$ cat src/rtl/upd_cnt_pkg.sv
package upd_cnt_pkg;
  // What the current-value register does in a cycle, listed in priority order
  typedef enum logic [1:0] {
    CV_ACT_COUNT = 2'd0,
    CV_ACT_LOAD  = 2'd1,
    CV_ACT_HOLD  = 2'd2,
    CV_ACT_ZERO  = 2'd3
  } cv_act_e;
endpackage

$ cat src/rtl/upd_rst_sync.sv
module upd_rst_sync #(
  parameter int STAGES = 2
) (
  input  logic clk,
  input  logic rst_n,
  output logic rst_sync_n
);
  logic [STAGES-1:0] chain_q;

  always_ff @(posedge clk or negedge rst_n) begin
    if (!rst_n) chain_q <= '0;
    else        chain_q <= {chain_q[STAGES-2:0], 1'b1};
  end

  assign rst_sync_n = chain_q[STAGES-1];
endmodule

$ cat src/rtl/upd_ctrl_resolve.sv
module upd_ctrl_resolve
  import upd_cnt_pkg::*;
(
  input  logic    hw_mask,
  input  logic    sw_mask,
  input  logic    mask_inv,
  input  logic    hw_clear,
  input  logic    sw_clear,
  input  logic    clear_inv,
  input  logic    wr_cv,
  output logic    eff_mask,
  output logic    eff_clear,
  output cv_act_e cv_act
);
  always_comb begin
    eff_mask  = (hw_mask ^ mask_inv) | sw_mask;
    eff_clear = (hw_clear ^ clear_inv) | sw_clear;
    if (eff_clear)     cv_act = CV_ACT_ZERO;
    else if (eff_mask) cv_act = CV_ACT_HOLD;
    else if (wr_cv)    cv_act = CV_ACT_LOAD;
    else               cv_act = CV_ACT_COUNT;
  end
endmodule

$ cat src/rtl/upd_value_regs.sv
module upd_value_regs
  import upd_cnt_pkg::*;
#(
  parameter int W = 32
) (
  input  logic         clk,
  input  logic         rst_n,
  input  cv_act_e      cv_act,
  input  logic         eff_mask,
  input  logic         eff_clear,
  input  logic         inc_stb,
  input  logic         dec_stb,
  input  logic         wr_pv,
  input  logic [W-1:0] wdata,
  output logic [W-1:0] cv,
  output logic [W-1:0] pv
);
  localparam logic [W-1:0] ONE = {{(W-1){1'b0}}, 1'b1};

  logic [W-1:0] cv_q, cv_nxt, pv_q, pv_nxt;
  logic         cv_ce, pv_ce;

  always_comb begin
    cv_nxt = cv_q;
    cv_ce  = 1'b0;
    unique case (cv_act)
      CV_ACT_ZERO: begin cv_nxt = '0; cv_ce = 1'b1; end
      CV_ACT_HOLD: begin cv_nxt = cv_q; cv_ce = 1'b0; end
      CV_ACT_LOAD: begin cv_nxt = wdata; cv_ce = 1'b1; end
      default: begin
        cv_ce = inc_stb ^ dec_stb;
        cv_nxt = inc_stb ? (cv_q + ONE) : (cv_q - ONE);
      end
    endcase
    pv_ce  = wr_pv & ~eff_mask;
    pv_nxt = wdata;
  end

  always_ff @(posedge clk or negedge rst_n) begin
    if (!rst_n)     cv_q <= '0;
    else if (cv_ce) cv_q <= cv_nxt;
  end

  always_ff @(posedge clk or negedge rst_n) begin
    if (!rst_n)     pv_q <= '0;
    else if (pv_ce) pv_q <= pv_nxt;
  end

  assign cv = cv_q;
  assign pv = pv_q;


  clear_zero_chk: assert property (@(posedge clk) disable iff (!rst_n)
    eff_clear |=> (cv == '0));


  mask_hold_chk: assert property (@(posedge clk) disable iff (!rst_n)
    (eff_mask && !eff_clear) |=> ($stable(cv) && $stable(pv)));


  count_step_chk: assert property (@(posedge clk) disable iff (!rst_n)
    (!eff_mask && !eff_clear && cv_act == CV_ACT_COUNT && inc_stb && !dec_stb)
      |=> (cv == $past(cv) + ONE));


  pv_write_chk: assert property (@(posedge clk) disable iff (!rst_n)
    (wr_pv && !eff_mask) |=> (pv == $past(wdata)));
endmodule

$ cat src/rtl/upd_match_irq.sv
module upd_match_irq #(
  parameter int W = 32
) (
  input  logic         clk,
  input  logic         rst_n,
  input  logic [W-1:0] cv,
  input  logic [W-1:0] pv,
  input  logic         irq_ena,
  input  logic         irq_dis,
  output logic         irq
);
  logic en_q, en_nxt, eq_q, eq_now;

  always_comb begin
    eq_now = (cv == pv);
    if (irq_dis)      en_nxt = 1'b0;
    else if (irq_ena) en_nxt = 1'b1;
    else              en_nxt = en_q;
  end

  always_ff @(posedge clk or negedge rst_n) begin
    if (!rst_n) begin
      en_q <= 1'b1;
      eq_q <= 1'b1;
    end else begin
      en_q <= en_nxt;
      eq_q <= eq_now;
    end
  end

  assign irq = en_q & eq_now & ~eq_q;


  irq_single_chk: assert property (@(posedge clk) disable iff (!rst_n)
    irq |=> !irq);


  irq_off_chk: assert property (@(posedge clk) disable iff (!rst_n)
    irq_dis |=> !irq);
endmodule

$ cat src/rtl/upd_match_counter.sv
module upd_match_counter
  import upd_cnt_pkg::*;
#(
  parameter int W          = 32,
  parameter int SYNC_STAGE = 2
) (
  input  logic         clk,
  input  logic         rst_n,
  input  logic         inc_stb,
  input  logic         dec_stb,
  input  logic         hw_mask,
  input  logic         sw_mask,
  input  logic         mask_inv,
  input  logic         hw_clear,
  input  logic         sw_clear,
  input  logic         clear_inv,
  input  logic         wr_cv,
  input  logic         wr_pv,
  input  logic [W-1:0] wdata,
  input  logic         irq_ena,
  input  logic         irq_dis,
  output logic [W-1:0] cv_out,
  output logic         irq
);
  logic         rst_int_n;
  logic         eff_mask, eff_clear;
  cv_act_e      cv_act;
  logic [W-1:0] cv, pv;

  upd_rst_sync #(.STAGES(SYNC_STAGE)) u_rst (
    .clk(clk), .rst_n(rst_n), .rst_sync_n(rst_int_n)
  );

  upd_ctrl_resolve u_ctrl (
    .hw_mask(hw_mask), .sw_mask(sw_mask), .mask_inv(mask_inv),
    .hw_clear(hw_clear), .sw_clear(sw_clear), .clear_inv(clear_inv),
    .wr_cv(wr_cv), .eff_mask(eff_mask), .eff_clear(eff_clear), .cv_act(cv_act)
  );

  upd_value_regs #(.W(W)) u_regs (
    .clk(clk), .rst_n(rst_int_n), .cv_act(cv_act),
    .eff_mask(eff_mask), .eff_clear(eff_clear),
    .inc_stb(inc_stb), .dec_stb(dec_stb), .wr_pv(wr_pv), .wdata(wdata),
    .cv(cv), .pv(pv)
  );

  upd_match_irq #(.W(W)) u_irq (
    .clk(clk), .rst_n(rst_int_n), .cv(cv), .pv(pv),
    .irq_ena(irq_ena), .irq_dis(irq_dis), .irq(irq)
  );

  assign cv_out = cv;
endmodule

$ cat config.mk
export PLATFORM = sky130hd
export DESIGN_NAME = upd_match_counter
export DESIGN_NICKNAME = d
export VERILOG_FILES = /design/src/rtl/upd_cnt_pkg.sv /design/src/rtl/upd_rst_sync.sv /design/src/rtl/upd_ctrl_resolve.sv /design/src/rtl/upd_value_regs.sv /design/src/rtl/upd_match_irq.sv /design/src/rtl/upd_match_counter.sv
export SDC_FILE = /design/constraint.sdc
export NUM_CORES = 1
export LEC_CHECK = 0
export BUFFER_PORTS_ARGS = -buffer_cell sky130_fd_sc_hd__buf_2
export CORE_AREA = 2 2 76 115
export CTS_CLUSTER_SIZE = 14
export DETAILED_ROUTE_END_ITERATION = 12
export DIE_AREA = 0 0 78 117
export PLACE_DENSITY = 0.83
export SLEW_MARGIN = 0
export SYNTH_ARGS = -nofsm -noshare
export SYNTH_HDL_FRONTEND = slang
export SYNTH_SLANG_ARGS = --single-unit
$ cat constraint.sdc
create_clock -name clk -period 3.05 [get_ports clk]
set_input_delay 0.61 -clock clk [delete_from_list [all_inputs] [get_ports clk]]
set_output_delay 0.61 -clock clk [all_outputs]
set_load 0.01 [all_outputs]
==> results.cfg <==
[timing]
timing.fmax_mhz = 342
worst_pin_slew_ps = 697
finalCritPeriodShare_pct = 96.0
final.setup_skew_ps = 6.42
slew_violations = 0
max_slew_margin_pct = 53.5
finalSetupViolCount = 0
finalHoldViolations = 0
layout_min_cycle_time_ps = 2930
hold_ws_ps = 50.9

[route]
num_vias = 4746
antenna_left = 0
avgViaCountPerCell = 6.08
dr.pass1.iters = 5
met1Wirelength_um = 6000
met2_length_um = 8430
top_layer_used = met4
drc_errors = 0
drt-initial-drc-count = 213
route.met3.wl_um = 642
wl_um = 15900
wl_per_cell_um = 20.3

[global_route]
grt_pass1_wl_um = 25100
grt_max_degree = 33
gr-usage-all-layers_pct = 36.4
antenna_found_initial = 0
grt_overflow = 0
grt_pass1_vias = 4918

[synthesis]
synthesis.area_um2 = 4770
syn_nets = 580
ys_warn_count = 0
ys.flop_type = dfrtp_1
synth.top_cell.area_share_pct = 34.6
avgSynthCellArea_um2 = 9.49
ys_top_cells_by_area = dfrtp_1 35%, xor2_1 8.6%, ha_1 7.9%
ys_seq_area_share_pct = 35.7
synth_edf_count = 0
synth_area_leader_cell = dfrtp_1
ys_ff_latch = 68
async_flop_share_pct = 100
synthCells = 503
synth.distinct_cells = 53

[cts]
cts_root_buf = clkbuf_16
htreeDepth = 3
cts_tree = built
clk_path_buf_depth = 2
clkLatencyLatePin_ps = 340
cts_buffers = 9
clkSlewWorstSetupHoldPaths_ps = 60
clock_sinks = 68

[die]
rows = 41
start_util_pct = 58.1
ios = 79
die_area_um2 = 9130
coreArea_um2 = 8210
die_h_um = 117
die_w_um = 78

[worst_setup_path]
reg2reg_depth = 9
crit_path_start_kind = input port
reg2reg_from = u_regs.cv[2]$_DFFE_PN0P_
end_kind = register
cp_data_arrival_time_ps = 3140
rrSetupSlack_ps = 440
r2r-end = u_regs.cv[28]$_DFFE_PN0P_
crit_required_ps = 3270
cp_max_fo = 9
critical_path_class = input port to register

[cells_and_area]
nets = 745
antenna_cells = 0
final_util_pct = 76.7
seq_area_um2 = 1710
drive_gt1_share_pct = 35.4
syn_to_final_growth_pct = 31.9
multiInputGateArea_um2 = 2950
fillers = 603

[status]
status = complete, no violations

[place]
io_buffer_count = 78
hpwl_um = 12300
gp_congestion = 0.998

[power]
power_density_nw_per_um2 = 500
pwr-share-seq_pct = 36.1
power_mw = 3.15
clkPwrFrac_pct = 37.4
leakagePower_nw = 3.22
switchingPower_mw = 0.962
internal_power_mw = 2.18
swShare_pct = 30.6
irDropWorstVdd_mv = 0.436
p_comb_share_pct = 26.5

[worst_hold_path]
hp-class = input port to asynchronous set/reset pin

[flow_run]
drv_cap = 0
## sequential cells by signal (all words and copies together), names as in the netlist
name,flops
u_regs.cv,32
u_regs.pv,32
u_rst.chain_q,2
u_irq.en_q,1
u_irq.eq_q,1
## power groups by stage
stage | logic [mW] | clock network (mW) | registers [mW]
after floorplan | 0.462 | 0 | 1.13
after global placement | 0.790 | 0 | 1.14
after detailed placement | 0.810 | 0 | 1.15
after CTS | 0.817 | 1.19 | 1.13
after global routing | 0.901 | 1.22 | 1.15
final | 0.833 | 1.18 | 1.14
## per-stage QoR
| step | TNS (ps) | setup WS, ps | cells | area (um2) |
|---|---|---|---|---|
| after floorplan | -52.1 | -30.6 | 503 | 4780 |
| after global placement | -552 | -139 | 762 | 5940 |
| after detailed placement | -1520 | -170 | 762 | 5940 |
| after CTS | 0 | 85.4 | 778 | 6270 |
| after global routing | -0.618 | -0.618 | 780 | 6300 |
| final | 0 | 123 | 780 | 6300 |
## what timing repair did
item,CTS,global route
hold endpoints to repair,0,0
resized for setup,0,1
setup endpoints to repair,0,8
hold buffers,0,0
setup buffers,0,2
## how the worst max path moves through the flow
| stage | from | to | depth (start not counted) |
|---|---|---|---|
| CTS | u_regs.cv[30]$_DFFE_PN0P_ | irq | 5 |
| global route | inc_stb | u_regs.cv[31]$_DFFE_PN0P_ | 13 |
| finish | inc_stb | u_regs.cv[31]$_DFFE_PN0P_ | 13 |
| detailed placement | inc_stb | u_regs.cv[30]$_DFFE_PN0P_ | 13 |
| global placement | inc_stb | u_regs.cv[30]$_DFFE_PN0P_ | 13 |
| floorplan | inc_stb | u_regs.cv[31]$_DFFE_PN0P_ | 10 |
## logic make-up (layout without fill, tap and decap cells)
| family | Yosys count | in the layout | synth area share (%) |
|---|---|---|---|
| flops | 68 | 68 | 35.7 |
| fa+ha+maj | 31 | 31 | 8.29 |
| simple gates | 114 | 114 | 11.3 |
| xor+xnor | 61 | 61 | 11.2 |
| mux | 33 | 33 | 7.76 |
| buf+inv | 33 | 203 | 2.60 |
| other cells | 1 | 1 | 0.0786 |
| compound gates | 162 | 162 | 23.0 |
## cells in the mapped netlist (all sizes together) (14+ instances only)
library cell and count:
a21o 18, clkbuf 19, o21ai 30, a22oi 15, dfrtp 66, xor2 47, mux2 32, nand2 37
ha 30, nor2 26, a21oi 47, xnor2 14
## critical path, stage by stage
cell,delay (ps)
buf_2,110
clkinvlp_4,200
buf_4,220
ha_1,320
a21o_1,170
a21o_1,170
a221o_1,390
a21oi_4,180
buf_4,150
o21ai_2,80
a2111oi_4,310
xnor2_1,160
o21ai_1,70
## cell type report
class                           count  area share (%)
Clock buffer                       11            4.01
Tap cell                          107            2.13
Clock inverter                      5            1.31
Multi-Input combinational cell    402            46.9
Inverter                           11           0.715
Timing Repair Buffer              176            17.9
Sequential cell                    68            27.1
## metal layers
metal  vias up  global-route usage, %
met4         0                   21.4
met1      2322                   40.2
met3        56                   5.44
met5         -                      0
met2       168                   66.2
li1       2200                      -
## cells in the final DEF (no fill, tap or decap), types with 11 or more instances in the layout
cell	Yosys	final
nand2_1	37	37
o21ai_0	23	23
nand4_1	11	11
nor2_1	26	26
a21oi_1	45	45
dfrtp_1	66	65
a22oi_1	15	15
ha_1	30	30
xor2_1	47	47
xnor2_1	14	14
mux2_2	32	32
a21o_1	16	16
buf_4	0	98
buf_2	0	78
(Power assumes the default switching activity.)
